===== config.mk =====
export PLATFORM = sky130hd
export DESIGN_NAME = pci_window_xlate
export DESIGN_NICKNAME = d
export VERILOG_FILES = /design/src/rtl/pwx_pkg.sv /design/src/rtl/pwx_regs.sv /design/src/rtl/pwx_match.sv /design/src/rtl/pci_window_xlate.sv
export SDC_FILE = /design/constraint.sdc
export NUM_CORES = 1
export LEC_CHECK = 0
export CELL_PAD_IN_SITES_DETAIL_PLACEMENT = 1
export CELL_PAD_IN_SITES_GLOBAL_PLACEMENT = 2
export CORE_MARGIN = 1
export CORE_UTILIZATION = 26
export CTS_CLUSTER_SIZE = 16
export DETAILED_ROUTE_END_ITERATION = 6
export HOLD_SLACK_MARGIN = 0.05
export MAX_ROUTING_LAYER = met4
export PLACE_DENSITY = 0.64
export SETUP_SLACK_MARGIN = 0.2
export SLEW_MARGIN = 10
export SYNTH_ARGS = -nofsm -noshare
export SYNTH_HDL_FRONTEND = slang
export SYNTH_HIERARCHICAL = 1
export SYNTH_SLANG_ARGS = --single-unit

===== constraint.sdc =====
create_clock -name clk -period 6.2 [get_ports clk]
set_input_delay 0.93 -clock clk [delete_from_list [all_inputs] [get_ports clk]]
set_output_delay 0.93 -clock clk [all_outputs]
set_load 0.1 [all_outputs]

===== src/rtl/pwx_pkg.sv =====
package pwx_pkg;
    localparam int LA_W    = 36;
    localparam int PA_W    = 40;
    localparam int NWIN    = 4;
    localparam int IO_WIN  = NWIN - 1;
    localparam int WIN_W   = $clog2(NWIN);
    localparam int SZ_W    = 6;
    localparam int MIN_LOG = 20;
    localparam int MAX_LOG = LA_W;

    typedef struct packed {
        logic            en;
        logic [SZ_W-1:0] sz;
        logic [LA_W-1:0] lbase;
        logic [PA_W-1:0] pbase;
    } win_t;

    typedef enum logic [1:0] {
        S_IDLE = 2'd0,
        S_HIT  = 2'd1,
        S_MISS = 2'd2
    } st_t;
endpackage


===== src/rtl/pwx_regs.sv =====
module pwx_regs
    import pwx_pkg::*;
(
    input  logic                 clk,
    input  logic                 rst_n,
    input  logic                 cfg_we,
    input  logic [WIN_W-1:0]     cfg_sel,
    input  logic                 cfg_en,
    input  logic [SZ_W-1:0]      cfg_size,
    input  logic [LA_W-1:0]      cfg_lbase,
    input  logic [PA_W-1:0]      cfg_pbase,
    output win_t [NWIN-1:0]      wins
);
    logic [SZ_W-1:0] size_clamped;

    always_comb begin
        if (cfg_size < SZ_W'(MIN_LOG))
            size_clamped = SZ_W'(MIN_LOG);
        else if (cfg_size > SZ_W'(MAX_LOG))
            size_clamped = SZ_W'(MAX_LOG);
        else
            size_clamped = cfg_size;
    end

    for (genvar w = 0; w < NWIN; w++) begin : g_win
        always_ff @(posedge clk) begin
            if (!rst_n) begin
                wins[w].en    <= 1'b0;
                wins[w].sz    <= SZ_W'(MIN_LOG);
                wins[w].lbase <= '0;
                wins[w].pbase <= '0;
            end else if (cfg_we && cfg_sel == WIN_W'(w)) begin
                wins[w].en    <= cfg_en;
                wins[w].sz    <= size_clamped;
                wins[w].lbase <= cfg_lbase;
                wins[w].pbase <= cfg_pbase;
            end
        end
    end

    AST_SIZE_RANGE: assert property (@(posedge clk) disable iff (!rst_n)
        wins[0].sz >= SZ_W'(MIN_LOG) && wins[0].sz <= SZ_W'(MAX_LOG));
endmodule


===== src/rtl/pwx_match.sv =====
module pwx_match
    import pwx_pkg::*;
(
    input  win_t [NWIN-1:0]  wins,
    input  logic [LA_W-1:0]  addr,
    output logic             found,
    output logic [WIN_W-1:0] sel,
    output logic [PA_W-1:0]  sel_addr
);
    logic [NWIN-1:0] hit;
    logic [PA_W-1:0] xaddr [NWIN];
    logic [PA_W-1:0] offm  [NWIN];

    for (genvar w = 0; w < NWIN; w++) begin : g_cmp
        assign offm[w]  = (PA_W'(1) << wins[w].sz) - PA_W'(1);
        assign hit[w]   = wins[w].en &&
                          (((PA_W'(addr) ^ PA_W'(wins[w].lbase)) & ~offm[w]) == '0);
        assign xaddr[w] = (wins[w].pbase & ~offm[w]) | (PA_W'(addr) & offm[w]);
    end

    always_comb begin
        found    = |hit;
        sel      = '0;
        sel_addr = '0;
        for (int w = NWIN - 1; w >= 0; w--) begin
            if (hit[w]) begin
                sel      = WIN_W'(w);
                sel_addr = xaddr[w];
            end
        end
    end
endmodule


===== src/rtl/pci_window_xlate.sv =====
module pci_window_xlate
    import pwx_pkg::*;
(
    input  logic              clk,
    input  logic              rst_n,
    input  logic              cfg_we,
    input  logic [1:0]        cfg_sel,
    input  logic              cfg_en,
    input  logic [5:0]        cfg_size,
    input  logic [35:0]       cfg_lbase,
    input  logic [39:0]       cfg_pbase,
    input  logic              req_valid,
    input  logic              req_burst,
    input  logic [35:0]       req_addr,
    output logic              out_valid,
    output logic              out_hit,
    output logic              out_miss,
    output logic              out_is_io,
    output logic [1:0]        out_win,
    output logic              out_dac,
    output logic [39:0]       out_addr
);
    win_t [NWIN-1:0]  wins;
    logic             m_found;
    logic [WIN_W-1:0] m_sel;
    logic [PA_W-1:0]  m_addr;

    st_t              state, state_nxt;
    logic [PA_W-1:0]  r_addr;
    logic [WIN_W-1:0] r_win;
    logic             r_dac;
    logic             r_io;

    pwx_regs u_regs (
        .clk       (clk),
        .rst_n     (rst_n),
        .cfg_we    (cfg_we),
        .cfg_sel   (cfg_sel),
        .cfg_en    (cfg_en),
        .cfg_size  (cfg_size),
        .cfg_lbase (cfg_lbase),
        .cfg_pbase (cfg_pbase),
        .wins      (wins)
    );

    pwx_match u_match (
        .wins     (wins),
        .addr     (req_addr),
        .found    (m_found),
        .sel      (m_sel),
        .sel_addr (m_addr)
    );

    // next-state selection from this cycle's request
    always_comb begin
        state_nxt = S_IDLE;
        if (req_valid && req_burst)
            state_nxt = m_found ? S_HIT : S_MISS;
    end

    // state register and result capture
    always_ff @(posedge clk) begin
        if (!rst_n) begin
            state  <= S_IDLE;
            r_addr <= '0;
            r_win  <= '0;
            r_dac  <= 1'b0;
            r_io   <= 1'b0;
        end else begin
            state <= state_nxt;
            if (state_nxt == S_HIT) begin
                r_addr <= m_addr;
                r_win  <= m_sel;
                r_dac  <= |m_addr[PA_W-1:32];
                r_io   <= (m_sel == WIN_W'(IO_WIN));
            end else begin
                r_addr <= '0;
                r_win  <= '0;
                r_dac  <= 1'b0;
                r_io   <= 1'b0;
            end
        end
    end

    // output decode
    always_comb begin
        out_valid = 1'b0;
        out_hit   = 1'b0;
        out_miss  = 1'b0;
        unique case (state)
            S_IDLE: ;
            S_HIT: begin
                out_valid = 1'b1;
                out_hit   = 1'b1;
            end
            S_MISS: begin
                out_valid = 1'b1;
                out_miss  = 1'b1;
            end
            default: ;
        endcase
        out_addr  = r_addr;
        out_win   = r_win;
        out_dac   = r_dac;
        out_is_io = r_io;
    end

    AST_NO_WIN_MISS: assert property (@(posedge clk) disable iff (!rst_n)
        (req_valid && req_burst && !wins[0].en && !wins[1].en && !wins[2].en && !wins[3].en)
        |=> out_miss);
    AST_NONBURST_IDLE: assert property (@(posedge clk) disable iff (!rst_n)
        (req_valid && !req_burst) |=> !out_valid);
    AST_NOREQ_IDLE: assert property (@(posedge clk) disable iff (!rst_n)
        !req_valid |=> !out_valid);
    AST_DAC_FLAG: assert property (@(posedge clk) disable iff (!rst_n)
        out_hit |-> (out_dac == (out_addr > 40'h00_FFFF_FFFF)));
    AST_IO_CMD: assert property (@(posedge clk) disable iff (!rst_n)
        out_hit |-> (out_is_io == (out_win == 2'd3)));
    AST_OFFSET_PASS: assert property (@(posedge clk) disable iff (!rst_n)
        (req_valid && req_burst) |=> (out_miss || out_addr[19:0] == $past(req_addr[19:0])));
    AST_WIN0_FIRST: assert property (@(posedge clk) disable iff (!rst_n)
        (req_valid && req_burst && wins[0].en &&
         ((req_addr ^ wins[0].lbase) >> wins[0].sz) == '0) |=> (out_hit && out_win == 2'd0));
endmodule


==> reports/qor.csv <==
stage,metric,value,unit
floorplanning,CORE AREA,0.08515,mm^2
placed_design,RePlAce Congestion,0.9985,
cts,Clock transition at path regs,0.07,ns
timing,Max Fclk,173.9,MHz
setup_path,CP Launch Type,flip-flop,
setup_path,arrival time worst endpoint,6.28,ns
worst_hold_path,Hold Path Origin,u_regs/wins[8],
worst_hold_path,Hold Crit Class,reg -> reg,
power_and_ir_drop,static leakage power,9.504,nW
yosys,post-synth top area cell,dfxtp_1,
setup_path,CP Cell Sequence,"nor3_1, nand3_1, ha_1, nand2_1, o211ai_1, a2111oi_1, o2111ai_1, nor3_2, nand4_1, buf_4, buf_4, o2111ai_1, o221a_2, nor4_1, a21boi_0",
yosys,Synth async-reset ratio,0,%
timing,Final Hold Violating Endpoints,0,
setup_path,CP peak stage delay,0.95,ns
cts,Clock Latency Late Sink,0.61,ns
global_routing,All-Layer GR Usage,28.72,%
yosys,Mapped Area,0.02238,mm^2
timing,Worst Skew,0.03149,ns
yosys,Post-synth top flop,dfxtp_1,
yosys,"EDFF count, synth",0,
timing,Slew @ Worst Pin,1.113,ns
yosys,area share of the largest cell type after synthesis,33.82,%
cts,CTS Buffer Depth,3,
floorplanning,Die X,295.4,um
timing,setup TNS,0,ns
drt,WL/cell,30.26,um
power_and_ir_drop,Max VDD drop,0.1620,mV
setup_path,critical path required time,6.73,ns
timing,Setup-failing EPs final,0,
power_and_ir_drop,PD cells,235.0,mW/mm^2
cts,Clock Sinks,378,
floorplanning,Std-Cell Rows,107,
drt,Routed WL,124200,um
cts,H-tree levels,2,
cells_and_area,fraction of layout cells with a size suffix above 1,9.943,%
flow_run,max cap viols,0,
drt,post-route ant nets,0,
floorplanning,Die ar.,0.08724,mm^2
drt,TritonRoute pass-1 iters,6,
cts,Post-CTS Setup Inserts,0,
yosys,syn nets,2997,
cts,CTS tree,yes,
global_routing,largest net degree at the start of global routing,135,
global_routing,number of global-route vias before repair,22440,
setup_path,CP max stage cell,a2111oi_1,
yosys,Mapped Cells,2865,
setup_path,CP Class,reg -> reg,
drt,vias per std cell,5.439,
drt,Vias,22320,
global_routing,total gr overflow,0,
placed_design,hpwl dp,92290,um
cts,Resized cells post-CTS,1,
floorplanning,num ports,173,
setup_path,reg-to-reg critical path startpoint,u_regs/wins[326],
cells_and_area,Finished Cell Area,0.02667,mm^2
placed_design,port bufs,172,
status,status,"finished, final reports clean",
drt,DRT iter0 DRCs,1955,
floorplanning,Die Y,295.4,um
global_routing,first-pass GRT wire length,173900,um
cts,CTS Hold Bufs,0,
placed_design,Post-Place Cell Area,0.02510,mm^2
setup_path,CP Capture Type,flip-flop,
cells_and_area,nets@finish,3051,
timing,Pins Over Slew Limit,0,
setup_path,Crit Path Max Fanout,22,
timing,RSZ-0062 raised after global routing,no,
cells_and_area,Area Growth Syn to Fin,19.19,%
setup_path,crit path from,u_regs/wins[326],
yosys,top post-synthesis cells by area,"dfxtp_1 (34%), nand2_1 (13%), a21boi_0 (11%)",
timing,min Tclk post-route,5.751,ns
drt,DRC,0,
yosys,unique cell type count in the Yosys netlist,84,
timing,Final period util,92.76,%
yosys,sequential area share after synthesis,33.82,%
cts,Root Buffer,clkbuf_16,
cts,clock buffers created by TritonCTS,48,
timing,Slew Limit Headroom,25.83,%
cells_and_area,final core occ,31.32,%
yosys,YS warnings,6,
yosys,syn_area_per_cell,7.810,um^2
power_and_ir_drop,Power Total,6.269,mW
global_routing,initial antenna violation count,4,
floorplanning,Initial Utilization,26.28,%
yosys,Synth Register Bits,378,
[where the power goes]
part           internal, mW  switching [mW]  total, mW
Combinational         0.299           0.600      0.898
Clock                  1.60            1.21       2.82
Sequential             2.50          0.0566       2.56
Total                  4.40            1.87       6.27
[cells in the mapped netlist, types with 13 or more instances]
cell      count
dfxtp_1     378
nor2_1      103
buf_2        65
mux2_2       13
a21boi_0    325
o221ai_1     26
nand4_1      23
nand3_1      54
o31ai_1      18
clkbuf_1    130
o221a_2      17
buf_1        37
or2_2        13
nand2_1     761
and2_4       30
xnor2_1      71
inv_1        18
and2_1       31
o21ai_0      84
a31oi_1      22
nand2b_1     13
a21oi_1      65
a31o_2       25
nor2b_1      17
nor3_1       29
o22ai_1      22
xor2_1      102
mux2i_1     123
[final cells by class]
class / instances / area, um^2
clock inverters: 21 / 160.2
fillers: 10160 / 58480
multi-input cells: 2211 / 13610
inverters: 20 / 75.07
clock buffers: 67 / 1384
well taps: 1144 / 1431
repair buffers: 260 / 2436
diodes: 2 / 5.005
flip-flops and latches: 378 / 7567
[metrics by stage]
step / std cells / worst slack [ns] / hold slack [ns]
after global routing: 4103 / 0.4729 / 0.4917
after floorplan: 2865 / 1.958 / 0.4388
after CTS: 4101 / 0.2707 / 0.4697
after global placement: 4013 / 0.02974 / 0.4536
final: 4103 / 0.4492 / 0.4695
after detailed placement: 4013 / 0.02396 / 0.4614
[layer usage]
| layer | vias to the layer above | routed length, um | global-route usage [%] | part of all wire (%) |
|---|---|---|---|---|
| met2 | 703 | 57240 | 45.97 | 46 |
| met3 | 164 | 6050 | 3.458 | 4.9 |
| met5 | - | 0 | - | 0 |
| met1 | 11450 | 56000 | 37.08 | 45 |
| li1 | 9999 | - | - | - |
| met4 | 0 | 4864 | 10.25 | 3.9 |
[sequential cells by signal (all words and copies together), names as in the netlist]
signal	flops
out_dac	1
out_win	2
state	2
u_regs/wins	332
out_is_io	1
out_addr	40
[worst max-delay path, delay by kind of cell, from the launching register on]
kind,cells,cell delay (ns)
buffers and inverters,2,0.48
AO/OA/AOI/OAI,6,2.12
flip-flops,1,0.65
adder cells (fa/ha/maj),1,0.45
AND/OR/NAND/NOR,6,1.94
[logic make-up after synthesis]
logic type,Yosys count,synth area share (%)
adder cells (fa/ha/maj),7,0.3802
flip-flops,378,33.82
multiplexers,136,6.156
AND/OR/NAND/NOR,1160,23.17
AO/OA/AOI/OAI,735,24.02
XOR/XNOR,173,6.771
buffers and inverters,276,5.681
[path summary, 6_finish.rpt]
kind              slack (ns)  depth (start not counted)             end
hold reg to reg         0.47                          2  u_regs/wins[8]
hold / removal          0.47                          2  u_regs/wins[8]
setup / recovery        0.45                         15         out_dac
setup reg to reg        0.45                         15         out_dac
[cell usage in the layout (no fill, tap or decap), types with 12 or more instances in the layout]
master,instances
a21boi_0,325
o221ai_1,26
nand4_1,23
nor2b_1,17
and2_4,30
nand3_1,52
nor2_1,102
and2_1,31
or3_1,12
o21ai_0,83
a31oi_1,22
xor2_1,102
clkbuf_16,49
xnor2_1,71
clkdlybuf4s50_1,171
nand2_1,761
o31ai_1,16
mux2i_1,123
nor3_1,28
o221a_2,17
inv_1,18
nand2b_1,13
a21oi_1,65
buf_4,84
mux2_2,13
o22ai_1,22
dfxtp_1,378
or2_2,13
a31o_2,25
No activity file was read; power rests on OpenSTA's default activity.
